[src/rtl/adc_start_ctrl.sv]
module adc_start_ctrl #(
  parameter int TRK_TICKS = 3
) (
  input  logic       clk,
  input  logic       rst_n,
  input  logic       wr_en,
  input  logic [7:0] wr_data,
  output logic [7:0] ctrl_q,
  input  logic [3:0] tmr_ovf,
  input  logic       cnv_pin,
  input  logic       sar_tick,
  input  logic       conv_done,
  input  logic       win_match,
  output logic       conv_start,
  output logic       tracking,
  output logic       irq
);
  localparam int CW = (TRK_TICKS > 1) ? $clog2(TRK_TICKS) : 1;
  localparam logic [2:0] SEL_PIN = 3'd4;

  typedef enum logic [1:0] {S_IDLE, S_TRACK, S_CONV} st_t;

  st_t         st_q;
  logic [CW-1:0] cnt_q;
  logic        en_q, tm_q, done_q, win_q, cs_q;
  logic [2:0]  sel_q;
  logic [2:0]  pin_sh;
  logic        hw_src;

  wire busy     = (st_q != S_IDLE);
  wire pin_s    = pin_sh[1];
  wire pin_rise = pin_sh[1] & ~pin_sh[2];

  always_comb begin
    case (sel_q)
      3'd1:    hw_src = tmr_ovf[0];
      3'd2:    hw_src = tmr_ovf[2];
      3'd3:    hw_src = tmr_ovf[1];
      3'd4:    hw_src = pin_rise;
      3'd5:    hw_src = tmr_ovf[3];
      default: hw_src = 1'b0;
    endcase
  end

  wire abort     = wr_en & ~wr_data[7];
  wire sw_trig   = wr_en & wr_data[7] & wr_data[4] & (wr_data[2:0] == 3'd0);
  wire hw_trig   = en_q & hw_src;
  wire trig      = ~busy & ~abort & (sw_trig | hw_trig);
  wire eff_tm    = wr_en ? wr_data[6] : tm_q;
  wire pin_direct = hw_trig & (sel_q == SEL_PIN);
  wire go_track  = trig & eff_tm & ~pin_direct;
  wire go_conv   = trig & ~go_track;
  wire trk_end   = (st_q == S_TRACK) & sar_tick & (cnt_q == CW'(TRK_TICKS - 1)) & ~abort;
  wire done_evt  = (st_q == S_CONV) & conv_done & ~abort;

  always_ff @(posedge clk or negedge rst_n) begin
    if (!rst_n) pin_sh <= '0;
    else        pin_sh <= {pin_sh[1:0], cnv_pin};
  end

  always_ff @(posedge clk or negedge rst_n) begin
    if (!rst_n) begin
      en_q  <= 1'b0;
      tm_q  <= 1'b0;
      sel_q <= 3'd0;
    end else if (wr_en) begin
      en_q  <= wr_data[7];
      tm_q  <= wr_data[6];
      sel_q <= wr_data[2:0];
    end
  end

  always_ff @(posedge clk or negedge rst_n) begin
    if (!rst_n) begin
      done_q <= 1'b0;
      win_q  <= 1'b0;
    end else begin
      done_q <= (wr_en ? wr_data[5] : done_q) | done_evt;
      win_q  <= (wr_en ? wr_data[3] : win_q) | win_match;
    end
  end

  always_ff @(posedge clk or negedge rst_n) begin
    if (!rst_n) begin
      st_q  <= S_IDLE;
      cnt_q <= '0;
      cs_q  <= 1'b0;
    end else begin
      cs_q <= go_conv | trk_end;
      if (abort) begin
        st_q <= S_IDLE;
      end else begin
        case (st_q)
          S_IDLE: begin
            cnt_q <= '0;
            if (go_track)     st_q <= S_TRACK;
            else if (go_conv) st_q <= S_CONV;
          end
          S_TRACK: begin
            if (trk_end)       st_q <= S_CONV;
            else if (sar_tick) cnt_q <= cnt_q + 1'b1;
          end
          S_CONV:  if (conv_done) st_q <= S_IDLE;
          default: st_q <= S_IDLE;
        endcase
      end
    end
  end

  assign ctrl_q     = {en_q, tm_q, done_q, busy, win_q, sel_q};
  assign conv_start = cs_q;
  assign tracking   = en_q & ((st_q == S_TRACK) |
                      ((st_q == S_IDLE) & (~tm_q | ((sel_q == SEL_PIN) & ~pin_s))));
  assign irq        = done_q | win_q;


  start_pulse_chk: assert property (@(posedge clk) disable iff (!rst_n)
    conv_start |=> !conv_start);

  track_len_chk: assert property (@(posedge clk) disable iff (!rst_n)
    (st_q == S_TRACK) |-> (cnt_q < CW'(TRK_TICKS)));

  done_set_chk: assert property (@(posedge clk) disable iff (!rst_n)
    done_evt |=> (ctrl_q[5] && !ctrl_q[4]));

  win_set_chk: assert property (@(posedge clk) disable iff (!rst_n)
    win_match |=> ctrl_q[3]);

  off_idle_chk: assert property (@(posedge clk) disable iff (!rst_n)
    !ctrl_q[7] |-> !ctrl_q[4]);

  abort_chk: assert property (@(posedge clk) disable iff (!rst_n)
    (wr_en && !wr_data[7]) |=> (!ctrl_q[4] && !conv_start));
endmodule

[config.mk]
export PLATFORM = sky130hd
export DESIGN_NAME = adc_start_ctrl
export DESIGN_NICKNAME = d
export VERILOG_FILES = /design/src/rtl/adc_start_ctrl.sv
export SDC_FILE = /design/constraint.sdc
export NUM_CORES = 1
export LEC_CHECK = 0
export BUFFER_PORTS_ARGS = -buffer_cell sky130_fd_sc_hd__buf_4
export CORE_MARGIN = 2
export CORE_UTILIZATION = 46
export CTS_CLUSTER_DIAMETER = 50
export DETAILED_ROUTE_END_ITERATION = 10
export GPL_ROUTABILITY_DRIVEN = 0
export PLACE_DENSITY_LB_ADDON = 0.12
export SYNTH_ARGS = -nofsm -noshare
export SYNTH_HDL_FRONTEND = slang
export SYNTH_SLANG_ARGS = --single-unit
[constraint.sdc]
create_clock -name clk -period 1.4 [get_ports clk]
set_input_delay 0.14 -clock clk [delete_from_list [all_inputs] [get_ports clk]]
set_output_delay 0.14 -clock clk [all_outputs]
set_load 0.02 [all_outputs]
# Yosys cells after proc, flatten, opt, wreduce, memory -nomap -nowiden
# Cells that the tools add are included.
[classes]
add_sub_neg = 1
eq_ne = 13
mux = 13
n_bitwise = 35
n_reduce_logical = 6
[op_table]
columns = ["cell", "count"]
rows = [
  ["$and 1x1->1", 20],
  ["$mux 2", 7],
  ["$not 1->1", 8],
  ["$or 1x1->1", 7],
  ["$eq 3x2->1 const B", 2],
  ["$eq 3x3->1 const B", 2],
  ["$ne 3x3->1 const B", 2],
  ["$pmux 2 s3", 1],
  ["$pmux 1 s5", 1],
  ["$eq 2x2->1 const B", 2],
  ["$ne 2x2->1 const B", 2],
  ["$ne 4x4->1 const B", 1],
  ["$pmux 2 s2", 1],
  ["$reduce_and 4->1", 1],
  ["$reduce_bool 2->1", 2],
  ["$eq 3x1->1 const B", 1],
  ["$logic_not 3->1", 1],
  ["$mux 1", 3],
  ["$reduce_and 3->1", 1],
  ["$add 2x1->2 const B", 1],
  ["$eq 2x1->1 const B", 1],
  ["$logic_not 2->1", 1],
]
[totals]
register_bits = 15
in_bits = 19
output_inout_bits = 11

# Logic depth before layout (Yosys ltp)
# Gate-level depths: netlist of the first run.
[logic_depth]
ltp_word = 14
ltp_mapped = 6

# Worst setup path before layout of the first run
# No wires, ideal clock.
[synth_timing]
path_kind = "register -> output"
startpoint = "reg sel_q[1]"
endpoint = "out tracking"
arrival_time_ns = 1.637
required_time_ns = 1.260
path_slack_ns = -0.377
path_stages_with_launch = 3
n_path_buf = 0
path_cell_list = "dfrtp_1 or4_1 a311oi_1"
[synth_via]
elab_chain_len = 6
[synth_lines]
columns = ["element", "line", "source"]
rows = [
  ["from (decl)", "26", "logic [2:0] sel_q;"],
  ["from (signal assigned)", "69", "sel_q <= wr_data[2:0];"],
  ["$eq 3x3->1", "113", "((st_q == S_IDLE) & (~tm_q | ((sel_q == SEL_PIN) & ~pin_s))));"],
  ["$and 1x1->1", "113", ""],
  ["$or 1x1->1", "113", ""],
  ["$and 1x1->1", "113", ""],
  ["$or 1x1->1", "112", "assign tracking = en_q & ((st_q == S_TRACK) |"],
  ["$and 1x1->1", "112", ""],
  ["to (decl)", "15", "output logic tracking,"],
]
# No other way between the ends.

# Worst setup path after layout of the first run
# Ends and elaborated chain as after synthesis.

==> Implementation_results.wiki, run 1 <==
{| class="wikitable"
! Metric !! Value
|-
| Cell taking the most area after synthesis || sky130_fd_sc_hd__dfrtp_1
|-
| Worst slack after detailed placement || -0.0829 ns
|-
| Number of buffers created by CTS || 3
|-
| Number of hold-slack violations in the final timing report || 0
|-
| Total nets after synthesis || 97
|-
| F_max || 566 MHz
|-
| Clock Path Buffers || 2
|-
| Via count of the first global-routing pass || slightly above 700
|-
| Final worst-path setup slack || -0.367 ns
|-
| Synth Flop Type || sky130_fd_sc_hd__dfrtp_1
|-
| Time the worst path needs with I/O delays and setup || 1.77 ns
|-
| PwrDens || just under 1000 mW/mm2
|-
| Cell total after placement || around 120
|-
| Critical setup path kind || reg -> out
|-
| Leakage power figure || 0.514 nW
|-
| TritonCTS clock tree || done
|-
| Standard cell core area || around 0.0015 mm2
|-
| Fraction of the yosys area taken by sequential cells || 0.484
|-
| Pin count of the biggest net entering global routing || 16
|-
| Maximum vdd ir drop || between 0.5 and 0.6 mV
|-
| Horizontal die dimension || 45.1 um
|-
| Number of cell rows || 14
|-
| Avg Cell Area, Syn || 10.1 um2
|-
| Final setup violation count || 1
|-
| Filler instances || 128
|-
| Number of antenna-violating nets in the routed design || 0
|-
| Arrival time of data at the critical path endpoint || 1.63 ns
|-
| Total of buffers placed on input and output ports || 29
|-
| Via density per instance || 5.83
|-
| Area of the multi-input gates || between 300 and 400 um2
|-
| Number of nets in the layout || between 100 and 150
|-
| Commonest non-fill, non-tap cells in the layout || sky130_fd_sc_hd__buf_4, sky130_fd_sc_hd__dfrtp_1, sky130_fd_sc_hd__nand2_1
|-
| Layout overhead on the synthesized area || 43.7%
|-
| Total congestion overflow after global routing || 0
|-
| Share of the clock period used by the worst path after layout || 1.26
|-
| HPWL after detailed placement || 1.50 mm
|-
| Clock Skew || roughly 0.00035 ns
|-
| Relative slew slack || 0.793
|-
| Number of instances in the synthesized netlist || 77
|-
| Reported max-cap violation count || 0
|-
| Initial drt markers || 21
|-
| Post-Route WL || 1.99 mm
|-
| Top cell type's share of synthesized area || 0.484
|-
| Most common cell after layout, fill and taps aside || sky130_fd_sc_hd__buf_4
|-
| Switching part of the total power || 0.307
|-
| Die outline area || 0.00203 mm2
|-
| Setup repair after global routing missed its margin || true
|-
| Flip-flop and latch count after synthesis || 15
|-
| Async set or reset register ratio after synthesis || 1.00
|-
| Antenna fix cells || 0
|-
| Ports || 30
|-
| Final cell area excluding filler cells || approximately 0.0011 mm2
|-
| Clock network fraction of design power || 0.232
|-
| Root buffer cell || sky130_fd_sc_hd__clkbuf_4
|-
| Combined area of all synthesized cells || 776 um2
|-
| CTS H-Tree Depth || 1
|-
| Number of flops mapped to enable cells by yosys || 0
|-
| CP Launch Type || flip-flop
|-
| Count of warnings emitted by yosys || 0
|-
| Initial cell density of the core || 0.503
|-
| DRC || 0
|-
| Clock transition at the registers of the reported paths || 0.09 ns
|-
| Register share of total power || 0.464
|-
| Distinct cell type count of the synthesized netlist || 29
|-
| Worst min-delay path class || in -> reg
|-
| Share of total power in combinational logic || 0.304
|-
| Worst skew pair latency || 0.28 ns
|-
| Internal Dissipation || 743 uW
|-
| Final Instance Count excl. Fillers || 128
|-
| Maximum fanout along the worst path || 2
|-
| Worst Max-Slew Pin Slew || ~0.31 ns
|-
| Net switching component of the power || 330 uW
|-
| First-pass DRT Iterations || 4
|-
| Outcome || finished, violations left
|-
| Sequential cell area || 380 um2
|-
| Number of sinks handled by clock tree synthesis || 15
|-
| Violated checks || negative setup slack
|-
| Cell area after placement || 0.00103 mm2
|-
| Total number of vias || 746
|-
| Wire per inst || 15.5 um
|-
| Endpoint type of the worst setup path || output pin
|-
| Wire length of the first global-routing pass || 3.04 mm
|-
| Initial antenna violation count || 0
|-
| Total count of max-transition violations in the final report || 0
|-
| Leading cell types by total area after synthesis || sky130_fd_sc_hd__dfrtp_1, sky130_fd_sc_hd__buf_4, sky130_fd_sc_hd__mux2_2
|-
| GRT Util Overall || 0.218
|-
| Fraction of layout cells with a size suffix above 1 || 0.509
|-
| Data required time of the critical path || ~1.3 ns
|-
| Chip Height || between 40 and 50 um
|}
metal layers:
layer  GRT usage  wire, um  part of all wire
met1       0.240       725              0.37
met2       0.400      1090              0.55
met3      0.0600       143             0.072
met4      0.0706        29             0.015
met5           0         0                 0
cell usage after synthesis (2+ instances only):
cell,n
sky130_fd_sc_hd__nand2_1,6
sky130_fd_sc_hd__nand2b_1,3
sky130_fd_sc_hd__buf_4,6
sky130_fd_sc_hd__nor2b_1,2
sky130_fd_sc_hd__o21ai_0,4
sky130_fd_sc_hd__nor2_1,3
sky130_fd_sc_hd__or2_2,3
sky130_fd_sc_hd__dfrtp_1,15
sky130_fd_sc_hd__nor3_1,2
sky130_fd_sc_hd__nand3_1,2
sky130_fd_sc_hd__a21oi_1,4
sky130_fd_sc_hd__mux2_2,3
sky130_fd_sc_hd__inv_1,3
sky130_fd_sc_hd__nor4_1,4
sky130_fd_sc_hd__o22ai_1,2
sky130_fd_sc_hd__o31ai_1,2
cell families (layout without fill, tap and decap cells):
group,count (synthesis),in the layout,synth area share
AND/OR/NAND/NOR,31,31,0.235
buffers and inverters,10,45,0.0774
flip-flops,15,15,0.484
multiplexers,3,3,0.0435
adder cells (fa/ha/maj),1,1,0.0161
AO/OA/AOI/OAI,17,17,0.144
power by group through the flow:
stage / combinational [mW] / sequential, mW / clock [mW]
final: 0.326 / 0.498 / 0.248
after global routing: 0.353 / 0.501 / 0.288
after CTS: 0.309 / 0.498 / 0.259
after detailed placement: 0.301 / 0.506 / 0
after global placement: 0.293 / 0.505 / 0
after floorplan: 0.163 / 0.518 / 0
path summary, 6_finish.rpt:
path | start | endpoint | slack, ns | cells past startpoint
min in group asynchronous | rst_n | conv_start | 0.24 | 2
max reg2reg | cnt_q[0] | st_q[1] | 0.07 | 6
min reg2reg | pin_sh[0] | pin_sh[1] | 0.36 | 0
max | sel_q[1] | tracking | -0.37 | 3
min | win_match | win_q | 0.05 | 2
max in group asynchronous | rst_n | sel_q[0] | 0.97 | 2
flip-flops by register name, summed over array words and instances, names as in the netlist:
register,cells
done_q,1
cnt_q,2
sel_q,3
conv_start,1
win_q,1
pin_sh,3
st_q,2
tm_q,1
en_q,1
final cells by class:
cell class	instances	share of cell area
Tap cell	16	0.0180
Clock buffer	4	0.0236
Multi-Input combinational cell	52	0.347
Sequential cell	15	0.341
Timing Repair Buffer	37	0.257
Inverter	4	0.0135
timing repair:
action | 4_1_cts | 5_1_grt
pin swaps | 0 | 2
endpoints found under the hold margin | 16 | 0
setup endpoints to repair | 1 | 7
resized for setup | 1 | 6
setup buffers | 0 | 1
hold buffers | 2 | 0
worst max-delay path: stages, from the launching register on:
cell and delay (ns):
sky130_fd_sc_hd__dfrtp_2 0.41, sky130_fd_sc_hd__or4_4 0.55, sky130_fd_sc_hd__a311oi_4 0.24, sky130_fd_sc_hd__buf_6 0.16
metrics by stage:
stage	TNS (ns)	power (mW)	hold slack (ns)	util
6_report	-0.367	1.07	0.0536	0.723
5_1_grt	-0.446	1.14	0.0355	0.723
4_1_cts	-0.392	1.07	0.0419	0.701
3_5_place_dp	-0.0829	0.807	0.00113	0.669
3_3_place_gp	-0.0352	0.798	0.000577	0.669
2_1_floorplan	-0.0777	0.681	-0.156	-
Note: power is estimated with default switching activity, not from simulation.
==> inputs of run 2 (changes only) <==
--- a/config.mk
+++ b/config.mk
@@ -11,6 +11,7 @@
 export CTS_CLUSTER_DIAMETER = 50
 export DETAILED_ROUTE_END_ITERATION = 10
 export GPL_ROUTABILITY_DRIVEN = 0
+export GPL_TIMING_DRIVEN = 0
 export PLACE_DENSITY_LB_ADDON = 0.12
 export SYNTH_ARGS = -nofsm -noshare
 export SYNTH_HDL_FRONTEND = slang
==> run 2 against run 1 <==
Net effect:
- the run still ends with negative setup slack left
- combinational power grew 7.1%
- critical path depth did not move
- power is 2.1% higher
- flip-flop and latch count is the same
- register-to-register slack worse by 0.05 ns
- hold slack lost 0.023 ns
==> Implementation_results.wiki, run 2 (synthesis results as in run 1) <==
{| class="wikitable"
! Metric !! Value
|-
| Wire per inst || roughly 14 um
|-
| Total of buffers placed on input and output ports || 29
|-
| Number of nets in the layout || 138
|-
| CTS H-Tree Depth || 1
|-
| Die outline area || 0.00203 mm2
|-
| CP Capture Point || tracking
|-
| Crit path depth || 3
|-
| Via count of the first global-routing pass || 676
|-
| Total congestion overflow after global routing || 0
|-
| Largest delay contributor family on the critical path || simple AND/OR/NAND/NOR gates
|-
| Total count of max-transition violations in the final report || 0
|-
| Initial antenna violation count || 0
|-
| Reg-to-reg critical path endpoint || st_q[1]
|-
| Most common cell after layout, fill and taps aside || sky130_fd_sc_hd__buf_4
|-
| Violated checks || negative setup slack
|-
| Final setup TNS || -0.386 ns
|-
| Root buffer cell || sky130_fd_sc_hd__clkbuf_4
|-
| Post-Route WL || 1.84 mm
|-
| F_max || ~560 MHz
|-
| Maximum fanout along the worst path || 2
|-
| Commonest non-fill, non-tap cells in the layout || sky130_fd_sc_hd__buf_4, sky130_fd_sc_hd__dfrtp_1, sky130_fd_sc_hd__nand2_1
|-
| Number of buffers created by CTS || 3
|-
| Clock Skew || 0.000778 ns
|-
| Fin Hold WS || 0.0307 ns
|-
| HPWL after detailed placement || 1.33 mm
|-
| Peak per-stage delay on the critical path || 0.55 ns
|-
| Worst slack after detailed placement || -0.121 ns
|-
| Critical setup path kind || reg -> out
|-
| GRT Util Overall || 0.204
|-
| Leakage power figure || about 0.54 nW
|-
| DRC || 0
|-
| Worst min-delay path class || in -> reg
|-
| Layout overhead on the synthesized area || 49.8%
|-
| Critical path origin || sel_q[1]
|-
| Number of hold-slack violations in the final timing report || 0
|-
| Via density per instance || 5.23
|-
| Combined buffer and inverter count along the critical path || 1
|-
| Number of cell rows || 14
|-
| Worst skew pair latency || 0.29 ns
|-
| Reported max-cap violation count || 0
|-
| Data required time of the critical path || 1.26 ns
|-
| Total number of vias || 695
|-
| Worst-path cell with the longest stage delay || sky130_fd_sc_hd__or4_4
|-
| Fraction of layout cells with a size suffix above 1 || 0.547
|-
| Startpoint of the most critical register-to-register path || sel_q[1]
|-
| CP Launch Type || flip-flop
|-
| Relative slew slack || 0.707
|-
| Outcome || finished, violations left
|-
| Share of the clock period used by the worst path after layout || 1.28
|-
| Ports || 30
|-
| Share of the core filled with cells in the final layout || 0.754
|-
| Horizontal die dimension || between 40 and 50 um
|-
| Setup repair after global routing missed its margin || true
|-
| Initial drt markers || 12
|-
| Final setup violation count || 1
|-
| R2R setup slack || 0.02 ns
|-
| Time the worst path needs with I/O delays and setup || 1.79 ns
|-
| Wire length of the first global-routing pass || 2.86 mm
|-
| Clock transition at the registers of the reported paths || 0.08 ns
|-
| Arrival time of data at the critical path endpoint || 1.65 ns
|-
| Antenna fix cells || 0
|-
| Number of sinks handled by clock tree synthesis || 15
|-
| Maximum vdd ir drop || ~0.84 mV
|-
| Largest registers || pin_sh: 3 flops, sel_q: 3 flops
|-
| TritonCTS clock tree || done
|-
| Standard cell core area || 0.00154 mm2
|-
| Worst Hold Path Cells || 2
|-
| Endpoint type of the worst setup path || output pin
|-
| Cell Chain, Critical Path || or4_4, a311oi_4, buf_6
|-
| Final worst-path setup slack || -0.386 ns
|-
| First-pass DRT Iterations || 4
|-
| Chip Height || roughly 45 um
|-
| Worst Max-Slew Pin Slew || 0.436 ns
|-
| Initial cell density of the core || 0.503
|-
| Number of antenna-violating nets in the routed design || 0
|-
| PwrDens || 942 mW/mm2
|-
| Clock Path Buffers || 2
|-
| Worst Reg2Reg Path Length in Cells || 4
|-
| Pin count of the biggest net entering global routing || 16
|}
[run 2: repair_timing]
action | CTS | global route
resized for setup | 3 | 7
endpoints found under the hold margin | 16 | 0
pin swaps | 1 | 2
buffers inserted | 5 | 1
setup endpoints to repair | 2 | 7
hold buffers | 2 | 0
[run 2: power by group]
part | internal [mW] | switching, mW
clock network | 0.107 | 0.142
logic | 0.185 | 0.164
registers | 0.469 | 0.0284
total | 0.761 | 0.334
[run 2: worst min path at each step]
stage | end | startpoint
after floorplan | cnt_q[0] | rst_n
after global placement | conv_start | rst_n
after detailed placement | conv_start | rst_n
after CTS | win_q | win_match
after global routing | win_q | win_match
final | win_q | win_match
[run 2: layer usage]
layer  routed length, um  global-route usage
met5                   0                   0
met4                  17              0.0882
met2                 951               0.346
met1                 768               0.235
met3                 107              0.0640
[run 2: per-stage QoR]
stage,power [mW],std cells,area (um2)
floorplan,0.681,77,801
global placement,0.801,122,1040
detailed placement,0.808,122,1040
CTS,1.10,133,1130
global route,1.16,133,1160
finish,1.10,133,1160
[run 2: layout make-up]
cell class                 count  area, um2
sequential                    15        380
buffer                         5       37.5
inverter                       4       15.0
clock inverter                 1       5.00
timing repair buffer          37        290
fill                         115        379
tap                           16       20.0
clock buffer                   3       22.5
multi-input combinational     52        392
[run 2: worst register-to-register path, cell delays in order (launching register included)]
cell	delay [ns]
sky130_fd_sc_hd__dfrtp_2	0.41
sky130_fd_sc_hd__buf_4	0.16
sky130_fd_sc_hd__nor4_1	0.44
sky130_fd_sc_hd__o21ai_0	0.19
sky130_fd_sc_hd__nand3_1	0.12
